**src/rtl/irqagg_pkg.sv**
```systemverilog
package irqagg_pkg;

    // Control register select values on the write port
    typedef enum logic {
        SEL_LINES = 1'b0,
        SEL_TIMED = 1'b1
    } ctrl_sel_e;

    // Bit positions inside the timed-control register
    localparam int unsigned GEN_BIT     = 2;
    localparam int unsigned CNT_EN_BIT  = 1;
    localparam int unsigned CNT_SEL_BIT = 0;

    // Counters that can feed the timed path
    localparam int unsigned N_CNT = 2;

endpackage

```
**src/rtl/irqagg_regs.sv**
```systemverilog
module irqagg_regs
    import irqagg_pkg::*;
#(
    parameter int unsigned N_LINES = 8,
    parameter int unsigned CTRL_W  = 8
) (
    input  logic               clk,
    input  logic               rst_n,
    input  logic               wr_en,
    input  logic               wr_sel,
    input  logic [CTRL_W-1:0]  wr_data,
    output logic [N_LINES-1:0] line_en,
    output logic               gen_en,
    output logic               cnt_en,
    output logic               cnt_sel
);

    typedef struct packed {
        logic [N_LINES-1:0] line_en;
        logic               gen_en;
        logic               cnt_en;
        logic               cnt_sel;
    } ctrl_t;

    ctrl_t st_d, st_q;

    always_comb begin
        st_d = st_q;
        if (wr_en) begin
            if (wr_sel == SEL_LINES) begin
                st_d.line_en = wr_data[N_LINES-1:0];
            end else begin
                st_d.gen_en  = wr_data[GEN_BIT];
                st_d.cnt_en  = wr_data[CNT_EN_BIT];
                st_d.cnt_sel = wr_data[CNT_SEL_BIT];
            end
        end
    end

    always_ff @(posedge clk or negedge rst_n) begin
        if (!rst_n) st_q <= '0;
        else        st_q <= st_d;
    end

    assign line_en = st_q.line_en;
    assign gen_en  = st_q.gen_en;
    assign cnt_en  = st_q.cnt_en;
    assign cnt_sel = st_q.cnt_sel;

    // a line-register write lands in the enables on the next edge
    p_line_load_r2: assert property (@(posedge clk) disable iff (!rst_n)
        (wr_en && wr_sel == SEL_LINES) |=> (line_en == $past(wr_data[N_LINES-1:0])));

    // a timed-register write with bit 2 clear leaves the master enable off
    p_gen_load_r4: assert property (@(posedge clk) disable iff (!rst_n)
        (wr_en && wr_sel == SEL_TIMED && !wr_data[GEN_BIT]) |=> !gen_en);

endmodule

```
**src/rtl/irqagg_port_gate.sv**
```systemverilog
module irqagg_port_gate #(
    parameter int unsigned N_LINES = 8
) (
    input  logic [N_LINES-1:0] port_i,
    input  logic [N_LINES-1:0] en_i,
    output logic               any_o
);

    logic [N_LINES-1:0] gated;

    for (genvar k = 0; k < N_LINES; k++) begin : g_line
        assign gated[k] = port_i[k] & en_i[k];
    end

    assign any_o = |gated;

endmodule

```
**src/rtl/irqagg_timed.sv**
```systemverilog
module irqagg_timed
    import irqagg_pkg::*;
(
    input  logic             clk,
    input  logic             rst_n,
    input  logic [N_CNT-1:0] cnt_i,
    input  logic             sel_i,
    input  logic             en_i,
    input  logic             clr_i,
    output logic             pend_o
);

    typedef struct packed {
        logic [N_CNT-1:0] prev;
        logic             pend;
    } tstate_t;

    tstate_t st_d, st_q;
    logic    rise_sel;

    always_comb begin
        st_d      = st_q;
        st_d.prev = cnt_i;
        rise_sel  = cnt_i[sel_i] & ~st_q.prev[sel_i];
        if (clr_i) begin
            st_d.pend = 1'b0;
        end else if (en_i && rise_sel) begin
            st_d.pend = 1'b1;
        end
    end

    always_ff @(posedge clk or negedge rst_n) begin
        if (!rst_n) st_q <= '0;
        else        st_q <= st_d;
    end

    assign pend_o = st_q.pend;

    // any register write empties the pending flag
    p_clear_r7: assert property (@(posedge clk) disable iff (!rst_n)
        clr_i |=> !pend_o);

    // pending holds until a write
    p_hold_r9: assert property (@(posedge clk) disable iff (!rst_n)
        (pend_o && !clr_i) |=> pend_o);

    // pending only appears after an enabled, high selected counter
    p_rise_r6: assert property (@(posedge clk) disable iff (!rst_n)
        $rose(pend_o) |-> ($past(en_i) && $past(cnt_i[sel_i])));

endmodule

```
**src/rtl/irqagg_top.sv**
```systemverilog
module irqagg_top
    import irqagg_pkg::*;
#(
    parameter int unsigned GROUPS          = 4,
    parameter int unsigned LINES_PER_GROUP = 2,
    parameter int unsigned CTRL_W          = 8
) (
    input  logic                                clk,
    input  logic                                rst_n,
    input  logic                                wr_en,
    input  logic                                wr_sel,
    input  logic [CTRL_W-1:0]                   wr_data,
    input  logic [GROUPS*LINES_PER_GROUP-1:0]   port_irq,
    input  logic [N_CNT-1:0]                    cnt_out,
    output logic                                host_irq
);

    localparam int unsigned N_LINES = GROUPS * LINES_PER_GROUP;

    logic [N_LINES-1:0] line_en;
    logic               gen_en;
    logic               cnt_en;
    logic               cnt_sel;
    logic               port_any;
    logic               timed_pend;

    irqagg_regs #(
        .N_LINES (N_LINES),
        .CTRL_W  (CTRL_W)
    ) i_regs (
        .clk     (clk),
        .rst_n   (rst_n),
        .wr_en   (wr_en),
        .wr_sel  (wr_sel),
        .wr_data (wr_data),
        .line_en (line_en),
        .gen_en  (gen_en),
        .cnt_en  (cnt_en),
        .cnt_sel (cnt_sel)
    );

    irqagg_port_gate #(
        .N_LINES (N_LINES)
    ) i_gate (
        .port_i (port_irq),
        .en_i   (line_en),
        .any_o  (port_any)
    );

    irqagg_timed i_timed (
        .clk    (clk),
        .rst_n  (rst_n),
        .cnt_i  (cnt_out),
        .sel_i  (cnt_sel),
        .en_i   (cnt_en),
        .clr_i  (wr_en),
        .pend_o (timed_pend)
    );

    assign host_irq = gen_en & (port_any | timed_pend);

    // a request on the host line always has an enabled source behind it
    p_source_r3: assert property (@(posedge clk) disable iff (!rst_n)
        host_irq |-> (timed_pend || ((port_irq & line_en) != '0)));

    // just after the master enable is written low the host line is quiet
    p_gen_off_r4: assert property (@(posedge clk) disable iff (!rst_n)
        (wr_en && wr_sel == SEL_TIMED && !wr_data[GEN_BIT]) |=> !host_irq);

endmodule

```
**config.mk**
```make
export PLATFORM = sky130hd
export DESIGN_NAME = irqagg_top
export DESIGN_NICKNAME = d
export VERILOG_FILES = /design/src/rtl/irqagg_pkg.sv /design/src/rtl/irqagg_regs.sv /design/src/rtl/irqagg_port_gate.sv /design/src/rtl/irqagg_timed.sv /design/src/rtl/irqagg_top.sv
export SDC_FILE = /design/constraint.sdc
export NUM_CORES = 1
export LEC_CHECK = 0
export CAP_MARGIN = 20
export CORE_AREA = 2 2 39 41
export CTS_CLUSTER_SIZE = 30
export DETAILED_ROUTE_END_ITERATION = 10
export DIE_AREA = 0 0 41 43
export DONT_BUFFER_PORTS = 1
export GPL_TIMING_DRIVEN = 0
export PLACE_DENSITY = 0.69
export SYNTH_ARGS = -nofsm -noshare
export SYNTH_HDL_FRONTEND = slang
export SYNTH_SLANG_ARGS = --single-unit
```
**constraint.sdc**
```tcl
create_clock -name clk -period 1.7 [get_ports clk]
set_input_delay 0.34 -clock clk [delete_from_list [all_inputs] [get_ports clk]]
set_output_delay 0.34 -clock clk [all_outputs]
set_load 0.02 [all_outputs]
```
**Yosys cells after proc, flatten, opt, wreduce, memory -nomap -nowiden**

Index checks and enable logic that the tools add are counted.

- Register bits: 14
- Word-level logic and storage cells: 31
- Input port bits: 22
- Output and inout port bits: 1

- Mux-type cells: 6
- Magnitude comparators: 1
- Reduce and logical (&&, ||, !) cells: 5
- Bitwise operators: 13

Operator list:

| kind | number |
|---|---|
| $and 1x1->1 | 10 |
| $reduce_or 8->1 | 1 |
| $mux 1 | 6 |
| $reduce_and 2->1 | 2 |
| $lt 1x2->1 const B | 1 |
| $not 1->1 | 2 |
| $reduce_bool 2->1 | 1 |
| $logic_and 1x1->1 | 1 |
| $or 1x1->1 | 1 |

**Longest topological paths before layout**

Gate-level depths: netlist (run 1).

- Word-level depth: 7
- Depth in mapped cells: 3
- Mapped depth without buffers: 3

**Cells and area by module**

Synthesis (run 1) repeated with hierarchy kept, for this count alone.

- Cell total of the unflattened synthesis: 38
- Area, all modules: 606.8 µm²

By module, submodules not included:

| module | times used | cells each | area an instance (µm²) | sequential area each (µm²) |
|---|---|---|---|---|
| irqagg_regs | 1 | 25 | 457.9 | 275.3 |
| irqagg_timed | 1 | 7 | 105.1 | 75.1 |
| irqagg_port_gate | 1 | 5 | 36.3 | 0.0 |
| irqagg_top | 1 | 1 | 7.5 | 0.0 |

**Worst setup path after synthesis (run 1)**

No wires, ideal clock.

- Path type: reg2out
- Start: register i_regs.st_q, in the netlist i_regs.line_en[1]
- End: output port host_irq
- Required time: 1.360 ns
- Slack: 0.419 ns
- Cell stages (with the launch flop): 3
- Arrival time: 0.941 ns
- Path buffers: 0
- Cells stage by stage: dfrtp_1 -> a222oi_1 -> a41oi_1

- Cells in the longest elaborated chain, start to end: 4

Ends and longest elaborated chain:

| element | RTL line | source |
|---|---|---|
| start: declaration | irqagg_regs.sv:25 | `ctrl_t st_d, st_q;` |
| start signal: assignment | irqagg_regs.sv:42 | `else st_q <= st_d;` |
| $and 1x1->1 | irqagg_port_gate.sv:12 | `assign gated[k] = port_i[k] & en_i[k];` |
| $reduce_or 8->1 | irqagg_port_gate.sv:15 | `assign any_o = \|gated;` |
| $or 1x1->1 | irqagg_top.sv:60 | `assign host_irq = gen_en & (port_any \| timed_pend);` |
| $and 1x1->1 | irqagg_top.sv:60 |  |
| end: declaration | irqagg_top.sv:15 | `output logic host_irq` |

No other way between the ends.

**Worst setup path after layout (run 1)**

Same ends and word-level chain as after synthesis.

==> summary.txt, run 1 <==
status: complete, but fails checks
failing checks: negative setup slack
Leak: 0.000306 uW
Area growth, synth to finish: 12.2%
switching pwr: 169 uW
# diodes: 0
WL final: 1000 um
CTS root buffer: clkbuf_4
Yosys top cell by area: dfrtp_1
top cells by area, synth: dfrtp_1 (58%), mux2_4 (20%), mux2_2 (5.6%)
clock buffer depth: 2
CP Capture Type: primary output
# setup viols final: 1
part of the power in combinational logic: 0.148
DRT iter0 DRCs: 5
first-pass GRT wire length: 1520 um
Cells after Synth: 39
Max Freq: 0.571 GHz
Crit Path Max Fanout: 2
worst slew pin tran: 0.598 ns
Final nets: 67
RSZ-0062 raised after global routing: yes
Starting Density: 0.438
Post-DRT Antenna Nets: 0
largest net degree at the start of global routing: 15
final instance area: 679 um2
H-tree depth: 1
Die Wd: 41 um
IO Port Bufs: 0
Post-Syn Area: 606 um2
Crit Path Class: reg -> out
Critical Path Start Type: register
GRT Util Overall: 0.136
# IOs: 23
power per cell area: 1090 nW/um2
worst setup margin: -0.0511 ns
Hold Path Sink: i_timed.st_q[2]
Cell Int Power: 575 uW
Reg power frac: 0.537
dpl cell area: 626 um2
Maximum Capacitance Violations: 0
GR Overflow Total: 0
Seq/Total Area, Yosys: 0.579
period utilisation layout: 1.03
synth unique cells: 14
total CTS buffers: 3
Hold Fails Final Rpt: 0
Final Critical Period: 1.75 ns
ys flop type: dfrtp_1
clock network power share: 0.315
routability cong.: 0.755
core box area: 1380 um2
CP Data Arrival Time: 1.41 ns
critical path required time: 1.36 ns
worst-skew pair later-pin latency: 0.28 ns
syn avg cell area: 15.5 um2
Die H: 43 um
ys async rst share: 1.00
routed vias: 344
HPWL Detailed: 787 um
max-slew violations: 0
Post-CTS Setup Inserts: 0
Synth top area share: 0.579
yosys warns: 0
worst reg2reg startpoint: i_regs.cnt_sel
setup TNS: -0.0511 ns
FF-to-FF End: i_timed.pend_o
switching share of power: 0.227
DR WL/cell: 16.7 um
Slew HR: 0.600
VDD IR max: 0.485 mV
reg2reg path depth: 3
CTS tree: yes
ratio of cells with drive above 1 in the final layout: 0.409
synth cell count leaders: dfrtp_1 (14), mux2_4 (8), mux2_2 (3)
EDFF count, synth: 0
R2R Setup Slk: 0.79 ns
vias in the first global route: 349
Hold Crit Depth: 0
full die area: 1760 um2
initial antenna violation count: 0
worst hold start: cnt_out[1]
vias per cell: 5.73
clk slew on worst S/H paths: 0.09 ns
Worst Hold Class: in -> reg
Final Power: 744 uW
DR DRC count: 0
final core utilization: 0.491
worst slack, placed: 0.275 ns
CTS Sinks: 14
cell with the most instances after synthesis: dfrtp_1
Pre-antenna DRT Iters: 4
Mapped Nets: 61
row count: 14
clock skew: 0.000163 ns
Synth Register Bits: 14
-- power groups by stage --
| stage | clock (uW) | sequential [uW] | combinational, uW |
|---|---|---|---|
| final | 234 | 399 | 110 |
| after CTS | 238 | 400 | 113 |
| after detailed placement | 0 | 406 | 99.0 |
| after global placement | 0 | 403 | 95.9 |
| after global routing | 254 | 405 | 120 |
| after floorplan | 0 | 398 | 89.0 |
-- layout make-up --
type | count | area, um2
clock buffers | 4 | 36.3
plain buffers | 1 | 11.3
well taps | 16 | 20.0
multi-input cells | 22 | 244
flip-flops and latches | 14 | 350
inverters | 2 | 7.51
fillers | 117 | 704
repair buffers | 1 | 10.0
-- stage by stage --
step / std cells / hold WS (ns)
after CTS: 60 / 0.0775
final: 60 / 0.0811
after floorplan: 39 / 0.0444
after global placement: 55 / 0.0448
after detailed placement: 55 / 0.0447
after global routing: 60 / 0.0654
-- cell usage in the layout, fill, tap and decap left out --
master,netlist,layout
a41oi_2,0,1
a22oi_1,2,2
mux2_4,8,8
inv_1,2,2
and3b_1,1,1
a222oi_1,1,1
mux2_2,3,3
dlygate4sd3_1,0,1
clkbuf_8,0,1
clkbuf_4,0,3
nor2b_4,1,1
dfrtp_1,14,14
buf_6,1,1
o21ai_0,1,1
nor3b_1,1,1
nand2_1,1,1
a21oi_1,2,2
-- what timing repair did --
item,CTS,global route
hold endpoints to repair,14,0
setup endpoints to repair,1,1
hold buffers,1,0
gates resized for setup,1,0
pin swaps,2,1
-- registers in the layout (all words and copies together), names as in the netlist --
signal / flops
i_regs.gen_en: 1
i_regs.line_en: 8
i_timed.pend_o: 1
i_regs.cnt_sel: 1
i_timed.st_q: 2
i_regs.cnt_en: 1
-- cells by family (layout without fill, tap and decap cells) --
kind of cell,Yosys count,after routing,share of synthesized area
flops,14,14,0.579
mux,11,11,0.254
compound gates,7,7,0.0806
simple gates,4,4,0.0558
buf+inv,3,8,0.0310
-- layer usage --
metal,global-route usage,share of wire,up-vias
met5,0,0,-
met4,0.100,0.013,0
met3,0.0366,0.088,2
met2,0.191,0.50,14
met1,0.171,0.40,177
li1,-,-,151
-- how the worst max path moves through the flow --
| stage | start | endpoint | slack, ns | cells after the start |
|---|---|---|---|---|
| final | i_regs.line_en[1] | host_irq | -0.05 | 2 |
| after global placement | i_regs.line_en[1] | host_irq | 0.28 | 2 |
| after global routing | i_regs.line_en[1] | host_irq | -0.13 | 2 |
| after detailed placement | i_regs.line_en[1] | host_irq | 0.27 | 2 |
| after CTS | i_regs.line_en[1] | host_irq | -0.09 | 2 |
| after floorplan | i_regs.line_en[1] | host_irq | 0.42 | 2 |
-- worst max-delay path: stages, from the launching register on --
cell and delay (ns):
dfrtp_1 0.39, a222oi_1 0.46, a41oi_2 0.29
Power figures use the tool's default switching activity.
==> run 2, diff against run 1 <==
--- a/config.mk
+++ b/config.mk
@@ -15,4 +15,5 @@
 export PLACE_DENSITY = 0.69
 export SYNTH_ARGS = -nofsm -noshare
 export SYNTH_HDL_FRONTEND = slang
+export SYNTH_HIERARCHICAL = 1
 export SYNTH_SLANG_ARGS = --single-unit
==> summary.txt, run 2 <==
Largest register FFs: 8 (unchanged)
row count: 14 (unchanged)
Crit Path Max Fanout: 2 (unchanged)
Die Wd: 41 um (unchanged)
Pre-antenna DRT Iters: 3 (-1)
# IOs: 23 (unchanged)
WL final: 1040 um (+3.7%)
Reg power frac: 0.591 (+0.054)
Post-DRT Antenna Nets: 0 (unchanged)
Post-Syn Area: 607 um2 (+0.21%)
CP Data Arrival Time: 1.23 ns (-0.18 ns)
synth unique cells: 13 (-1)
clock network power share: 0.252 (-0.063)
GR Overflow Total: 0 (unchanged)
Maximum Capacitance Violations: 0 (unchanged)
Final Critical Period: 1.57 ns (-0.177 ns)
yosys warns: 6 (+6)
clock skew: 0.00311 ns (+0.00294 ns)
max-slew violations: 0 (unchanged)
Worst Hold Class: in -> reg
DR WL/cell: 17.9 um (+7.3%)
H-tree depth: 1 (unchanged)
# diodes: 0 (unchanged)
Seq/Total Area, Yosys: 0.577 (-0.00119)
ys async rst share: 1.00 (unchanged)
switching share of power: 0.225 (-0.00181)
Max Freq: 0.635 GHz (+11%)
Area growth, synth to finish: 8.66%
part of the power in combinational logic: 0.157 (+0.009)
worst-skew pair later-pin latency: 0.26 ns (-0.02 ns)
setup TNS: 0 ns (+0.0511 ns)
Mapped Nets: 60 (-1.6%)
Slew HR: 0.599 (-0.00139)
top cells by area, synth: dfrtp_1 (58%), mux2_4 (20%), mux2_2 (5.6%)
largest net degree at the start of global routing: 15 (unchanged)
Crit Path Class: reg -> out
Critical Path Start Type: register
placed insts: 54 (-1.8%)
Final nets: 66 (-1.5%)
CTS Sinks: 14 (unchanged)
IO Port Bufs: 0 (unchanged)
Hold Fails Final Rpt: 0 (unchanged)
CTS tree: yes
DRT iter0 DRCs: 6 (+1)
CTS root buffer: clkbuf_4
Synth Register Bits: 14 (unchanged)
Starting Density: 0.439 (+0.000904)
most frequent cells in the layout: dfrtp_1 (14), mux2_4 (8), a22oi_1 (4)
Synth top area share: 0.577 (-0.00119)
VDD IR max: 0.460 mV (-5.2%)
Cells after Synth: 38 (-2.6%)
clk slew on worst S/H paths: 0.07 ns (-0.02 ns)
clock buffer depth: 2 (unchanged)
vias per cell: 5.76 (+0.44%)
RSZ-0062 raised after global routing: no
# setup viols final: 0 (-1)
full die area: 1760 um2 (unchanged)
cell with the most instances after synthesis: dfrtp_1
Cell Int Power: 526 uW (-8.4%)
ratio of cells with drive above 1 in the final layout: 0.381 (-0.0281)
Yosys top cell by area: dfrtp_1
DR DRC count: 0 (unchanged)
worst slew pin tran: 0.600 ns (+0.00207 ns)
post_cts resized: 0 (-1)
first-pass GRT wire length: 1750 um (+15%)
non-filler cells in the finished layout: 58 (-3.3%)
routed vias: 334 (-2.9%)
period utilisation layout: 0.926 (-0.104)
dpl cell area: 627 um2 (+0.20%)
routability cong.: 0.768 (+1.7%)
vias in the first global route: 407 (+17%)
filler cell count: 124 (+6.0%)
GRT Util Overall: 0.152 (+0.0160)
syn avg cell area: 16.0 um2 (+2.8%)
initial antenna violation count: 0 (unchanged)
Die H: 43 um (unchanged)
Final Power: 679 uW (-8.7%)
switching pwr: 153 uW (-9.4%)
power per cell area: 1030 nW/um2 (-5.9%)
critical path required time: 1.36 ns (about the same)
Leak: 0.000291 uW (-5.1%)
total CTS buffers: 3 (unchanged)
synth cell count leaders: dfrtp_1 (14), mux2_4 (8), a22oi_1 (4)
EDFF count, synth: 0 (unchanged)
final instance area: 659 um2 (-2.9%)
CP Capture Type: primary output
core box area: 1380 um2 (unchanged)
status: completed
ys flop type: dfrtp_1
commonest non-fill, non-tap cell in the layout: dfrtp_1
-- run 2: cells by family after synthesis --
| group | share of synthesized area |
|---|---|
| flip-flops | 0.577 |
| multiplexers | 0.254 |
| AO/OA/AOI/OAI | 0.0722 |
| AND/OR/NAND/NOR | 0.0722 |
| buffers and inverters | 0.0247 |
-- run 2: repair_timing --
item / CTS / global route
hold endpoints to repair: 14 / 0
hold buffers: 1 / 0
setup buffers: 0 / 0
-- run 2: per-stage QoR --
| stage | setup slack [ns] | hold slack, ns | util |
|---|---|---|---|
| final | 0.126 | 0.0962 | 0.476 |
| after global routing | 0.0394 | 0.0758 | 0.476 |
| after CTS | 0.0930 | 0.0807 | 0.476 |
| after detailed placement | 0.406 | 0.0448 | 0.453 |
| after global placement | 0.418 | 0.0448 | 0.453 |
| after floorplan | 0.507 | 0.0444 | - |
-- run 2: power by group through the flow --
stage | clock network (uW) | registers (uW) | logic [uW]
5_1_grt | 201 | 408 | 117
3_5_place_dp | 0 | 407 | 99.5
3_3_place_gp | 0 | 405 | 96.8
4_1_cts | 185 | 401 | 109
2_1_floorplan | 0 | 399 | 89.7
6_report | 171 | 401 | 107
-- run 2: critical path, stage by stage (launching register included) --
cell and delay, ns:
dfrtp_1 0.40, a22oi_1 0.19, nand4_1 0.12, o21a_1 0.26
-- run 2: final timing paths --
check                                    end              start  slack (ns)  cells after the start
max                                 host_irq  i_regs/line_en[0]        0.13                      3
min                          i_timed/st_q[2]         cnt_out[1]         0.1                      0
max reg2reg                   i_timed/pend_o     i_regs/cnt_sel        0.85                      2
min reg2reg                i_regs/line_en[2]  i_regs/line_en[2]        0.52                      1
max in group asynchronous  i_regs/line_en[5]              rst_n        0.79                      1
min in group asynchronous  i_regs/line_en[4]              rst_n        0.52                      1
-- run 2: routing by layer --
layer	share of wire	track usage
met4	0.0058	0.0800
met2	0.55	0.241
met3	0.084	0.0471
met5	0	0
met1	0.36	0.174
-- run 2: cell type report --
type	count	area (um2)	area share
plain buffers	1	11.3	0.0171
well taps	16	20.0	0.0304
clock buffers	3	22.5	0.0342
repair buffers	1	10.0	0.0152
flip-flops and latches	14	350	0.531
multi-input cells	22	241	0.366
inverters	1	3.75	0.00569
==> run 3, diff against run 2 <==
--- a/config.mk
+++ b/config.mk
@@ -5,6 +5,7 @@
 export SDC_FILE = /design/constraint.sdc
 export NUM_CORES = 1
 export LEC_CHECK = 0
+export ABC_AREA = 1
 export CAP_MARGIN = 20
 export CORE_AREA = 2 2 39 41
 export CTS_CLUSTER_SIZE = 30
@@ -12,7 +13,7 @@
 export DIE_AREA = 0 0 41 43
 export DONT_BUFFER_PORTS = 1
 export GPL_TIMING_DRIVEN = 0
-export PLACE_DENSITY = 0.69
+export PLACE_DENSITY = 0.71
 export SYNTH_ARGS = -nofsm -noshare
 export SYNTH_HDL_FRONTEND = slang
 export SYNTH_HIERARCHICAL = 1
==> summary.txt, run 3 <==
Bufs and invs on worst path: 0 (unchanged)
metal1 wirelength: 526 um (+41%)
Max Freq: 0.646 GHz (+1.7%)
Area growth, synth to finish: 10.6%
Leak: 0.000386 uW (+33%)
met2 WL: 552 um (-3.5%)
Cells after Synth: 78 (+110%)
Hold Crit Depth: 0 (unchanged)
DRT iter0 DRCs: 7 (+1)
worst slew pin tran: 0.607 ns (+0.00722 ns)
Mapped Nets: 100 (+67%)
Maximum Capacitance Violations: 0 (unchanged)
Yosys top cell by area: dfrtp_1
clk slew on worst S/H paths: 0.08 ns (about the same)
period utilisation layout: 0.911 (-0.0152)
first-pass GRT wire length: 1820 um (+4.4%)
crit path from: i_regs/line_en[5]
Crit Path Class: reg -> out
Final nets: 106 (+61%)
filler cell count: 131 (+5.6%)
Critical Path Start Type: register
FF-to-FF End: i_timed/pend_o
Pre-antenna DRT Iters: 4 (+1)
Die H: 43 um (unchanged)
vias per cell: 4.96 (-14%)
Crit Path Max Fanout: 2 (unchanged)
full die area: 1760 um2 (unchanged)
Worst Hold Class: in -> reg
synth cell count leaders: nand2_1 (38), dfrtp_1 (14), nand3_1 (13)
R2R Setup Slk: 0.91 ns (+0.06 ns)
cell with the most instances after synthesis: nand2_1
Crit path largest cell delay: 0.36 ns (-0.04 ns)
Register Area: 350 um2 (unchanged)
DR WL/cell: 11.7 um (-35%)
CTS Sinks: 14 (unchanged)
ys async rst share: 1.00 (unchanged)
vias in the first global route: 434 (+6.6%)
CTS tree: yes
Die Wd: 41 um (unchanged)
top cells by area, synth: dfrtp_1 (56%), nand2_1 (23%), nand3_1 (10%)
total CTS buffers: 3 (unchanged)
# setup viols final: 0 (unchanged)
row count: 14 (unchanged)
# IOs: 23 (unchanged)
commonest non-fill, non-tap cell in the layout: nand2_1
CP Capture Type: primary output
# diodes: 0 (unchanged)
routability cong.: 0.813 (+5.8%)
Synth top area share: 0.559 (-0.0184)
most frequent cells in the layout: nand2_1 (38), dfrtp_1 (14), nand3_1 (13)
ys flop type: dfrtp_1
H-tree depth: 1 (unchanged)
initial antenna violation count: 0 (unchanged)
worst reg2reg startpoint: i_regs/cnt_sel
worst hold start: cnt_out[0]
syn avg cell area: 8.04 um2 (-50%)
reg2reg path depth: 5 (+3)
Final Critical Period: 1.55 ns (-0.0258 ns)
IO Port Bufs: 0 (unchanged)
Crit-path slowest cell: dfrtp_1
wire length on met3: 69 um (-21%)
CP Data Arrival Time: 1.21 ns (-0.02 ns)
HPWL Detailed: 869 um
Final Power: 711 uW (+4.7%)
multi-input logic area: 243 um2 (+0.52%)
DR DRC count: 0 (unchanged)
CTS root buffer: clkbuf_4
Largest register FFs: 8 (unchanged)
Synth Register Bits: 14 (unchanged)
largest net degree at the start of global routing: 15 (unchanged)
Post-DRT Antenna Nets: 0 (unchanged)
RSZ-0062 raised after global routing: no
Slew HR: 0.594 (-0.00483)
routed vias: 491 (+47%)
Hold Path Sink: i_timed/st_q[1]
VDD IR max: 0.584 mV (+27%)
status: completed
critical path required time: 1.36 ns (about the same)
max-slew violations: 0 (unchanged)
Seq/Total Area, Yosys: 0.559 (-0.0184)
Hold Fails Final Rpt: 0 (unchanged)
Post-Syn Area: 627 um2 (+3.3%)
setup TNS: 0 ns (unchanged)
critical path's top delay family: simple AND/OR/NAND/NOR gates
ratio of cells with drive above 1 in the final layout: 0.0964 (-0.285)
core box area: 1380 um2 (unchanged)
clock skew: 0.0000784 ns (-0.00303 ns)
Max Used Layer: met4
final core utilization: 0.501 (+0.0244)
WL final: 1160 um (+12%)
Starting Density: 0.453 (+0.0145)
worst-skew pair later-pin latency: 0.27 ns (about the same)
GR Overflow Total: 0 (unchanged)
CP cell instances: nand2_1 > nand2_1 > nor2_1 > nand2_1 > nor2_1 > nor2_1
clock buffer depth: 2 (unchanged)
EDFF count, synth: 0 (unchanged)
GRT Util Overall: 0.155 (+0.00261)
synth unique cells: 9 (-4)
yosys warns: 6 (unchanged)
power per cell area: 1030 nW/um2 (-0.38%)
-- run 3: cell type report --
| class | instances | area share |
|---|---|---|
| Inverter | 6 | 0.0325 |
| Timing Repair Buffer | 1 | 0.0144 |
| Tap cell | 16 | 0.0289 |
| Clock buffer | 4 | 0.0523 |
| Buffer | 1 | 0.0162 |
| Sequential cell | 14 | 0.505 |
| Multi-Input combinational cell | 57 | 0.350 |
-- run 3: layer usage --
metal,GRT usage,vias up
met1,0.206,225
li1,-,253
met4,0.107,0
met3,0.0419,2
met2,0.209,11
met5,0,-
-- run 3: worst max path at each step --
stage                     slack [ns]  endpoint  depth (start not counted)
final                           0.15  host_irq                          6
after detailed placement        0.45  host_irq                          6
after floorplan                 0.53  host_irq                          6
after global placement          0.46  host_irq                          6
after CTS                       0.14  host_irq                          6
after global routing            0.08  host_irq                          6
-- run 3: logic make-up after synthesis --
logic type             synth area share
AO/OA/AOI/OAI                    0.0140
AND/OR/NAND/NOR                   0.373
buffers and inverters            0.0539
flip-flops                        0.559
-- run 3: worst register-to-register path, delay by kind of cell, from the launching register on --
family          cells  cell delay (ns)
flops               1             0.40
simple gates        3             0.17
compound gates      1             0.10
buf+inv             1             0.06
-- run 3: timing repair --
| item | in CTS | in global routing |
|---|---|---|
| endpoints found under the hold margin | 14 | 0 |
| gates resized for setup | 0 | 0 |
| buffers inserted | 0 | 0 |
| hold buffers | 1 | 0 |
-- run 3: power by group --
part / switching (uW) / total [uW] / internal, uW
Combinational: 55.8 / 90.1 / 34.3
Clock: 102 / 233 / 130
Sequential: 19.2 / 389 / 369
-- run 3: per-stage QoR --
stage          worst slack (ns)  hold WS [ns]  cell area [um2]  std cells
3_3_place_gp              0.458        0.0447              647         94
6_report                  0.152        0.0856              693         99
5_1_grt                  0.0810        0.0682              693         99
3_5_place_dp              0.448        0.0446              647         94
4_1_cts                   0.135        0.0804              693         99
2_1_floorplan             0.532        0.0444              627         78
